==> config.mk <==
export PLATFORM = sky130hd
export DESIGN_NAME = pack_dma_chan
export DESIGN_NICKNAME = d
export VERILOG_FILES = /design/src/rtl/pdc_pkg.sv /design/src/rtl/pdc_fifo.sv /design/src/rtl/pdc_unpack.sv /design/src/rtl/pdc_pack.sv /design/src/rtl/pack_dma_chan.sv
export SDC_FILE = /design/constraint.sdc
export NUM_CORES = 2
export LEC_CHECK = 0
export ABC_AREA = 0
export BUFFER_PORTS_ARGS = -buffer_cell sky130_fd_sc_hd__buf_2
export CORE_MARGIN = 10
export CORE_UTILIZATION = 50
export DETAILED_ROUTE_END_ITERATION = 12
export PLACE_DENSITY = 0.63
export SLEW_MARGIN = 25
export SYNTH_ARGS = -nofsm -noshare
export SYNTH_HDL_FRONTEND = slang
export SYNTH_SLANG_ARGS = --single-unit
==> constraint.sdc <==
create_clock -name clk -period 5.2 [get_ports clk]
set_input_delay 0.26 -clock clk [delete_from_list [all_inputs] [get_ports clk]]
set_output_delay 0.26 -clock clk [all_outputs]
set_load 0.005 [all_outputs]
==> src/rtl/pdc_pkg.sv <==
package pdc_pkg;
  localparam int BUS_W  = 32;
  localparam int ADDR_W = 5;

  localparam logic [ADDR_W-1:0] OFS_CTRL  = 5'h00;
  localparam logic [ADDR_W-1:0] OFS_CLEAR = 5'h04;
  localparam logic [ADDR_W-1:0] OFS_STAT  = 5'h08;
  localparam logic [ADDR_W-1:0] OFS_TXD   = 5'h0C;
  localparam logic [ADDR_W-1:0] OFS_RXD   = 5'h10;

  typedef enum logic [1:0] {
    PK_NONE = 2'd0,
    PK_RSV  = 2'd1,
    PK_BYTE = 2'd2,
    PK_HALF = 2'd3
  } pack_mode_e;

  typedef struct packed {
    logic       tx_en;
    logic       rx_en;
    logic       loopback;
    logic [7:0] tx_thr;
    logic [7:0] rx_thr;
    logic       tx_pk_en;
    pack_mode_e tx_pk;
    logic       rx_pk_en;
    pack_mode_e rx_pk;
  } ctrl_t;

  function automatic ctrl_t word_to_ctrl(input logic [BUS_W-1:0] w);
    ctrl_t c;
    c.tx_en    = w[31];
    c.rx_en    = w[30];
    c.loopback = w[29];
    c.tx_thr   = w[23:16];
    c.rx_thr   = w[15:8];
    c.tx_pk_en = w[6];
    c.tx_pk    = pack_mode_e'(w[5:4]);
    c.rx_pk_en = w[2];
    c.rx_pk    = pack_mode_e'(w[1:0]);
    return c;
  endfunction

  function automatic logic [BUS_W-1:0] ctrl_to_word(input ctrl_t c);
    logic [BUS_W-1:0] w;
    w        = '0;
    w[31]    = c.tx_en;
    w[30]    = c.rx_en;
    w[29]    = c.loopback;
    w[23:16] = c.tx_thr;
    w[15:8]  = c.rx_thr;
    w[6]     = c.tx_pk_en;
    w[5:4]   = c.tx_pk;
    w[2]     = c.rx_pk_en;
    w[1:0]   = c.rx_pk;
    return w;
  endfunction

  // Index of the last sample lane in a word for a given packing setting.
  function automatic logic [1:0] last_lane(input logic en, input pack_mode_e m);
    if (!en) return 2'd0;
    case (m)
      PK_BYTE: return 2'd3;
      PK_HALF: return 2'd1;
      default: return 2'd0;
    endcase
  endfunction
endpackage

==> src/rtl/pdc_fifo.sv <==
module pdc_fifo #(
  parameter int DEPTH = 16,
  parameter int W     = 32,
  localparam int AW   = $clog2(DEPTH),
  localparam int CW   = AW + 1
) (
  input  logic          clk,
  input  logic          rst,
  input  logic          flush,
  input  logic          push,
  input  logic [W-1:0]  wdata,
  input  logic          pop,
  output logic [W-1:0]  rdata,
  output logic [CW-1:0] count,
  output logic          full,
  output logic          empty
);
  logic [W-1:0]  mem [DEPTH];
  logic [AW-1:0] wr_ptr, rd_ptr;
  logic          wr_ok, rd_ok;

  assign full  = (count == CW'(DEPTH));
  assign empty = (count == '0);
  assign wr_ok = push && !full && !flush;
  assign rd_ok = pop && !empty && !flush;

  always_ff @(posedge clk) begin
    if (wr_ok) mem[wr_ptr] <= wdata;
  end

  always_ff @(posedge clk) begin
    if (rst)        rdata <= '0;
    else if (rd_ok) rdata <= mem[rd_ptr];
  end

  always_ff @(posedge clk) begin
    if (rst || flush) begin
      wr_ptr <= '0;
      rd_ptr <= '0;
      count  <= '0;
    end else begin
      if (wr_ok) wr_ptr <= wr_ptr + 1'b1;
      if (rd_ok) rd_ptr <= rd_ptr + 1'b1;
      case ({wr_ok, rd_ok})
        2'b10:   count <= count + 1'b1;
        2'b01:   count <= count - 1'b1;
        default: count <= count;
      endcase
    end
  end

  p_count_bound_r7: assert property (@(posedge clk) disable iff (rst)
    count <= CW'(DEPTH));
  p_no_overflow_r10: assert property (@(posedge clk) disable iff (rst)
    (push && full && !pop && !flush) |=> (count == $past(count)));
  p_flush_empty_r9: assert property (@(posedge clk) disable iff (rst)
    flush |=> empty);
endmodule

==> src/rtl/pdc_unpack.sv <==
module pdc_unpack
  import pdc_pkg::*;
(
  input  logic             clk,
  input  logic             rst,
  input  logic             flush,
  input  logic             enable,
  input  logic             pk_en,
  input  pack_mode_e       pk_mode,
  input  logic             fifo_empty,
  output logic             fifo_pop,
  input  logic [BUS_W-1:0] fifo_rdata,
  output logic             out_valid,
  input  logic             out_ready,
  output logic [BUS_W-1:0] out_data
);
  logic             hold_v, fetch_p;
  logic [BUS_W-1:0] hold_w;
  logic [1:0]       idx, last;
  logic             fire;

  assign last      = last_lane(pk_en, pk_mode);
  assign fifo_pop  = enable && !hold_v && !fetch_p && !fifo_empty && !flush;
  assign out_valid = hold_v && enable && !flush;
  assign fire      = out_valid && out_ready;

  always_comb begin
    if (!pk_en)
      out_data = hold_w;
    else if (pk_mode == PK_BYTE)
      out_data = {24'b0, hold_w[{idx, 3'b000} +: 8]};
    else if (pk_mode == PK_HALF)
      out_data = {16'b0, hold_w[{idx[0], 4'b0000} +: 16]};
    else
      out_data = hold_w;
  end

  always_ff @(posedge clk) begin
    if (rst || flush) begin
      hold_v  <= 1'b0;
      fetch_p <= 1'b0;
      idx     <= '0;
      hold_w  <= '0;
    end else begin
      if (fifo_pop) fetch_p <= 1'b1;
      if (fetch_p) begin
        fetch_p <= 1'b0;
        hold_v  <= 1'b1;
        hold_w  <= fifo_rdata;
        idx     <= '0;
      end else if (fire) begin
        if (idx >= last) hold_v <= 1'b0;
        else             idx    <= idx + 1'b1;
      end
    end
  end

  p_stall_hold_r3: assert property (@(posedge clk) disable iff (rst)
    (out_valid && !out_ready) |=> $stable(out_data));
endmodule

==> src/rtl/pdc_pack.sv <==
module pdc_pack
  import pdc_pkg::*;
(
  input  logic             clk,
  input  logic             rst,
  input  logic             flush,
  input  logic             enable,
  input  logic             pk_en,
  input  pack_mode_e       pk_mode,
  input  logic             in_valid,
  output logic             in_ready,
  input  logic [BUS_W-1:0] in_data,
  input  logic             fifo_full,
  output logic             fifo_push,
  output logic [BUS_W-1:0] fifo_wdata
);
  logic [BUS_W-1:0] acc, placed;
  logic [1:0]       idx, last;
  logic             take;

  assign last     = last_lane(pk_en, pk_mode);
  assign in_ready = enable && !fifo_full && !flush;
  assign take     = in_valid && in_ready;

  always_comb begin
    if (!pk_en)
      placed = in_data;
    else if (pk_mode == PK_BYTE)
      placed = {24'b0, in_data[7:0]} << {idx, 3'b000};
    else if (pk_mode == PK_HALF)
      placed = {16'b0, in_data[15:0]} << {idx[0], 4'b0000};
    else
      placed = in_data;
  end

  assign fifo_push  = take && (idx >= last);
  assign fifo_wdata = acc | placed;

  always_ff @(posedge clk) begin
    if (rst || flush) begin
      acc <= '0;
      idx <= '0;
    end else if (take) begin
      if (idx >= last) begin
        acc <= '0;
        idx <= '0;
      end else begin
        acc <= acc | placed;
        idx <= idx + 1'b1;
      end
    end
  end

  p_no_push_full_r10: assert property (@(posedge clk) disable iff (rst)
    fifo_push |-> !fifo_full);
  p_lane_step_r5: assert property (@(posedge clk) disable iff (rst)
    (take && !fifo_push) |=> (idx != 2'd0));
endmodule

==> src/rtl/pack_dma_chan.sv <==
module pack_dma_chan
  import pdc_pkg::*;
#(
  parameter int DEPTH = 16,
  localparam int AW   = $clog2(DEPTH),
  localparam int CW   = AW + 1
) (
  input  logic              clk,
  input  logic              rst,
  input  logic              bus_wr,
  input  logic              bus_rd,
  input  logic [ADDR_W-1:0] bus_addr,
  input  logic [BUS_W-1:0]  bus_wdata,
  output logic [BUS_W-1:0]  bus_rdata,
  output logic              strm_tx_valid,
  input  logic              strm_tx_ready,
  output logic [BUS_W-1:0]  strm_tx_data,
  input  logic              strm_rx_valid,
  output logic              strm_rx_ready,
  input  logic [BUS_W-1:0]  strm_rx_data,
  output logic              tx_dma_req,
  output logic              rx_dma_req
);
  ctrl_t            ctrl_q;
  logic             tx_flush, rx_flush;
  logic             txf_pop, txf_full, txf_empty;
  logic [BUS_W-1:0] txf_q;
  logic [CW-1:0]    txf_cnt;
  logic             rxf_push, rxf_full, rxf_empty, rxf_pop;
  logic [BUS_W-1:0] rxf_d, rxf_q;
  logic [CW-1:0]    rxf_cnt;
  logic             tx_ov, tx_or, rx_iv, rx_ir;
  logic [BUS_W-1:0] tx_od, rx_id;
  logic [7:0]       tx_free, rx_free, rx_fill;
  logic [BUS_W-1:0] stat_w, rd_word;
  logic             rd_from_fifo, rd_hit;

  assign tx_flush = bus_wr && (bus_addr == OFS_CLEAR) && bus_wdata[31];
  assign rx_flush = bus_wr && (bus_addr == OFS_CLEAR) && bus_wdata[30];
  assign rxf_pop  = bus_rd && (bus_addr == OFS_RXD);

  always_ff @(posedge clk) begin
    if (rst)                                ctrl_q <= '0;
    else if (bus_wr && bus_addr == OFS_CTRL) ctrl_q <= word_to_ctrl(bus_wdata);
  end

  pdc_fifo #(.DEPTH(DEPTH), .W(BUS_W)) u_txf (
    .clk(clk), .rst(rst), .flush(tx_flush),
    .push(bus_wr && bus_addr == OFS_TXD), .wdata(bus_wdata),
    .pop(txf_pop), .rdata(txf_q), .count(txf_cnt),
    .full(txf_full), .empty(txf_empty)
  );

  pdc_unpack u_unpack (
    .clk(clk), .rst(rst), .flush(tx_flush), .enable(ctrl_q.tx_en),
    .pk_en(ctrl_q.tx_pk_en), .pk_mode(ctrl_q.tx_pk),
    .fifo_empty(txf_empty), .fifo_pop(txf_pop), .fifo_rdata(txf_q),
    .out_valid(tx_ov), .out_ready(tx_or), .out_data(tx_od)
  );

  // Loopback steers the transmit samples into the receive packer.
  assign tx_or         = ctrl_q.loopback ? rx_ir : strm_tx_ready;
  assign rx_iv         = ctrl_q.loopback ? tx_ov : strm_rx_valid;
  assign rx_id         = ctrl_q.loopback ? tx_od : strm_rx_data;
  assign strm_tx_valid = tx_ov && !ctrl_q.loopback;
  assign strm_tx_data  = tx_od;
  assign strm_rx_ready = rx_ir && !ctrl_q.loopback;

  pdc_pack u_pack (
    .clk(clk), .rst(rst), .flush(rx_flush), .enable(ctrl_q.rx_en),
    .pk_en(ctrl_q.rx_pk_en), .pk_mode(ctrl_q.rx_pk),
    .in_valid(rx_iv), .in_ready(rx_ir), .in_data(rx_id),
    .fifo_full(rxf_full), .fifo_push(rxf_push), .fifo_wdata(rxf_d)
  );

  pdc_fifo #(.DEPTH(DEPTH), .W(BUS_W)) u_rxf (
    .clk(clk), .rst(rst), .flush(rx_flush),
    .push(rxf_push), .wdata(rxf_d),
    .pop(rxf_pop), .rdata(rxf_q), .count(rxf_cnt),
    .full(rxf_full), .empty(rxf_empty)
  );

  assign tx_free    = 8'(DEPTH) - 8'(txf_cnt);
  assign rx_free    = 8'(DEPTH) - 8'(rxf_cnt);
  assign rx_fill    = 8'(rxf_cnt);
  assign tx_dma_req = (tx_free >= ctrl_q.tx_thr);
  assign rx_dma_req = (rx_fill >= ctrl_q.rx_thr);
  assign stat_w     = {tx_free, rx_free, 14'b0, tx_dma_req, rx_dma_req};

  always_ff @(posedge clk) begin
    if (rst) begin
      rd_word      <= '0;
      rd_from_fifo <= 1'b0;
      rd_hit       <= 1'b0;
    end else begin
      rd_from_fifo <= 1'b0;
      if (bus_rd) begin
        case (bus_addr)
          OFS_CTRL: rd_word <= ctrl_to_word(ctrl_q);
          OFS_STAT: rd_word <= stat_w;
          OFS_RXD: begin
            rd_from_fifo <= 1'b1;
            rd_hit       <= !rxf_empty;
            rd_word      <= '0;
          end
          default:  rd_word <= '0;
        endcase
      end
    end
  end

  assign bus_rdata = (rd_from_fifo && rd_hit) ? rxf_q : rd_word;

  p_rd_empty_zero_r10: assert property (@(posedge clk) disable iff (rst)
    (bus_rd && bus_addr == OFS_RXD && rxf_empty) |=> (bus_rdata == '0));
  p_ctrl_kept_r9: assert property (@(posedge clk) disable iff (rst)
    (bus_wr && bus_addr == OFS_CLEAR) |=> $stable(ctrl_q));
endmodule

==> run summary <==
Placed Instance Area = 51650 µm²
worst hold path class = in -> reg
routed vias = 26850
setup TNS = 0 ns
setup bufs post-CTS = 0
Post-Route WL = 131900 µm
crit path time final = 4.565 ns
core area = 97140 µm²
pin count of the biggest net entering global routing = 100
global-route wire length before repair = 192100 µm
asr flop ratio synth = 0%
Least-Margin Pin Slew = 0.9967 ns
Skew-Pair Late Insertion Delay = 0.76 ns
Worst Hold Slack = 0.06264 ns
Crit. Startpoint = ctrl_q[1]$_SDFFE_PP0P_
crit-path cells = nand2_1 -> inv_1 -> nand2b_1 -> ha_1 -> a21oi_1 -> a211oi_2 -> inv_1 -> ha_1 -> ha_1 -> nor2b_1 -> o21a_1 -> nor2_1 -> xnor2_1 -> or3_1 -> a21oi_1
layout cells sized above 1 = 26.99%
antenna violations before repair = 7
clock buffer depth = 3
final worst slack = 0.6354 ns
Worst Path Buf+Inv = 2
Boundary Pins = 143
slowest cell delay on critical path = 0.69 ns
CTS-repair resized insts = 0
EDFF count, synth = 1024
Max Slew Vio Count = 0
Setup crit end kind = register
hold wc startpoint = bus_addr[4]
Mapped Area = 49170 µm²
Hold Path Depth = 3
syn_area_per_cell = 17.88 µm²
Endpoint, Worst Hold = rd_from_fifo$_SDFF_PP0_
Yosys cell types = 60
htree depth = 4
gr ovfl total = 0
# fillers = 7203
most used cell, CP = ha_1
commonest non-fill, non-tap cell in the layout = edfxtp_1
GRT Util Overall = 23.63%
CP max FO = 13
#FFs+latches synth = 1241
worst slack at placement = 0.7967 ns
syn_nets = 2868
WL/cell = 30.31 µm
fin nets = 3086
critical path required time = 5.86 ns
Final Hold Vio Count = 0
DRT Pass-1 Iters = 5
Pwr Density = 363.7 nW/µm²
post-synthesis instance total = 2750
DRC viols = 0
post-synthesis sequential area ratio = 71.38%
CTS tree = done
main flop type after synthesis = edfxtp_1
Worst R2R Setup Slack = 0.64 ns
post-layout util = 58.02%
row count = 114
hpwl dp = 85680 µm
P_leak = 18.11 nW
Initial Utilization = 50.62%
worst reg2reg path endpoint = u_rxf.count[4]$_SDFFE_PP0P_
Worst path slowest cell = dfxtp_1
post-route cell area = 56360 µm²
Clock Pin Slew Worst Setup and Hold Paths = 0.06 ns
Rel. slew slack = 33.04%
Num CTS Buffers = 132
area grow syn2layout = 14.64%
CTS Root Cell = clkbuf_16
hold_buf cts = 35
Final Cycle Share = 87.78%
# setup viols final = 0
Die Area = 111300 µm²
vias per std cell = 6.171
worst setup path class = reg -> reg
Ys Warns = 0
remaining antenna violation count = 0
most frequent cells in the layout = edfxtp_1, mux4_2, nand2_1, dfxtp_1, a21oi_1
Critical Path AT = 5.23 ns
IO Port Bufs = 142
chip height = 333.6 µm
Die X-Extent = 333.6 µm
worst r2r src = ctrl_q[1]$_SDFFE_PP0P_
RD Place Congestion = 0.9035
DR iter-0 viols = 2888
run status = completed
vias in the first global route = 26770
R2R cell count = 15
RSZ-0062 raised after global routing = false
CP Launch Type = register
Clock Sinks = 1241
Fmax achieved = 219.1 MHz
highest ir drop seen on vdd = 257.6 µV
kind of cell adding the most delay to the critical path = compound AO/OA/AOI/OAI gates
MaxCap Viol Count = 0
clock skew = 0.03757 ns
## cell type report
| type | instances | area [µm²] | area share, % |
|---|---|---|---|
| Clock inverter | 65 | 804.5 | 1.427 |
| Multi-Input combinational cell | 1311 | 13530 | 24.01 |
| Antenna cell | 2 | 5.005 | 0.008880 |
| Inverter | 35 | 131.4 | 0.2331 |
| Sequential cell | 1241 | 35120 | 62.31 |
| Clock buffer | 173 | 3532 | 6.267 |
| Timing Repair Buffer | 247 | 1639 | 2.908 |
| Tap cell | 1276 | 1597 | 2.833 |
## kinds of logic (layout without fill, tap and decap cells)
family          Yosys count  in the layout  share of synthesized area, %
flops                  1241           1241                         71.38
simple gates            532            532                         4.741
mux                     413            413                         16.86
compound gates          297            297                         3.833
buf+inv                 198            520                         1.598
fa+ha+maj                43             43                         1.125
xor+xnor                 26             26                        0.4632
other cells               0              2                             0
## stage by stage
step / power (mW) / std cells
floorplan: 11.10 / 2750
detailed placement: 11.30 / 4075
CTS: 20.65 / 4348
global placement: 11.29 / 4075
global route: 21.06 / 4348
finish: 20.50 / 4350
## worst register-to-register path, delay by kind of cell (launching register included)
| kind | cells | cell delay, ns |
|---|---|---|
| compound gates | 4 | 1.06 |
| simple gates | 5 | 1.01 |
| fa+ha+maj | 3 | 0.94 |
| buf+inv | 2 | 0.71 |
| flops | 1 | 0.69 |
| xor+xnor | 1 | 0.09 |
## worst max-delay path by stage
| stage | endpoint | slack, ns | depth (start not counted) |
|---|---|---|---|
| after floorplan | u_rxf.mem[3][0]$_DFFE_PP_ | 0.49 | 9 |
| after detailed placement | u_rxf.count[4]$_SDFFE_PP0P_ | 0.80 | 15 |
| after global placement | u_rxf.count[4]$_SDFFE_PP0P_ | 0.87 | 15 |
| after CTS | u_rxf.count[4]$_SDFFE_PP0P_ | 0.78 | 15 |
| final | u_rxf.count[4]$_SDFFE_PP0P_ | 0.64 | 15 |
| after global routing | u_rxf.count[4]$_SDFFE_PP0P_ | 0.37 | 15 |
## synthesized netlist by cell type (25+ instances only)
cell type,number,area share [%]
mux2_2,38,0.87
nand2_1,247,1.9
ha_1,41,1.0
dfxtp_1,217,8.8
nor3_1,33,0.34
nand3_1,28,0.29
clkbuf_1,118,0.90
edfxtp_1,1024,63
a21oi_1,162,1.6
inv_1,30,0.23
mux2i_1,46,0.94
buf_2,25,0.25
mux4_2,328,15
nor2_1,137,1.0
## per-layer routing
layer	global-route usage (%)	up-vias	routed length [µm]
met5	0	-	27
li1	-	11320	-
met1	33.15	14140	54670
met4	7.155	4	3449
met3	6.210	169	12220
met2	36.19	1215	61480
## state kept, by name, summed over array words and instances (netlist names)
| name | cells |
|---|---|
| rd_word | 30 |
| u_txf.wr_ptr | 4 |
| u_pack.idx | 2 |
| u_txf.count | 5 |
| rd_hit | 1 |
| rd_from_fifo | 1 |
| ctrl_q | 25 |
| u_rxf.wr_ptr | 4 |
| u_unpack.fetch_p | 1 |
| u_rxf.mem | 512 |
| u_unpack.hold_w | 32 |
| u_unpack.hold_v | 1 |
| u_rxf.rdata | 32 |
| u_txf.rdata | 32 |
| u_pack.acc | 32 |
| u_rxf.rd_ptr | 4 |
| u_rxf.count | 5 |
| u_txf.mem | 512 |
| u_txf.rd_ptr | 4 |
| u_unpack.idx | 2 |
## power by group
group | internal, mW | switching, mW
sequential | 10.8 | 0.00686
combinational | 0.0846 | 0.275
clock | 5.49 | 3.89
total | 16.3 | 4.17
Power figures use the tool's default switching activity.
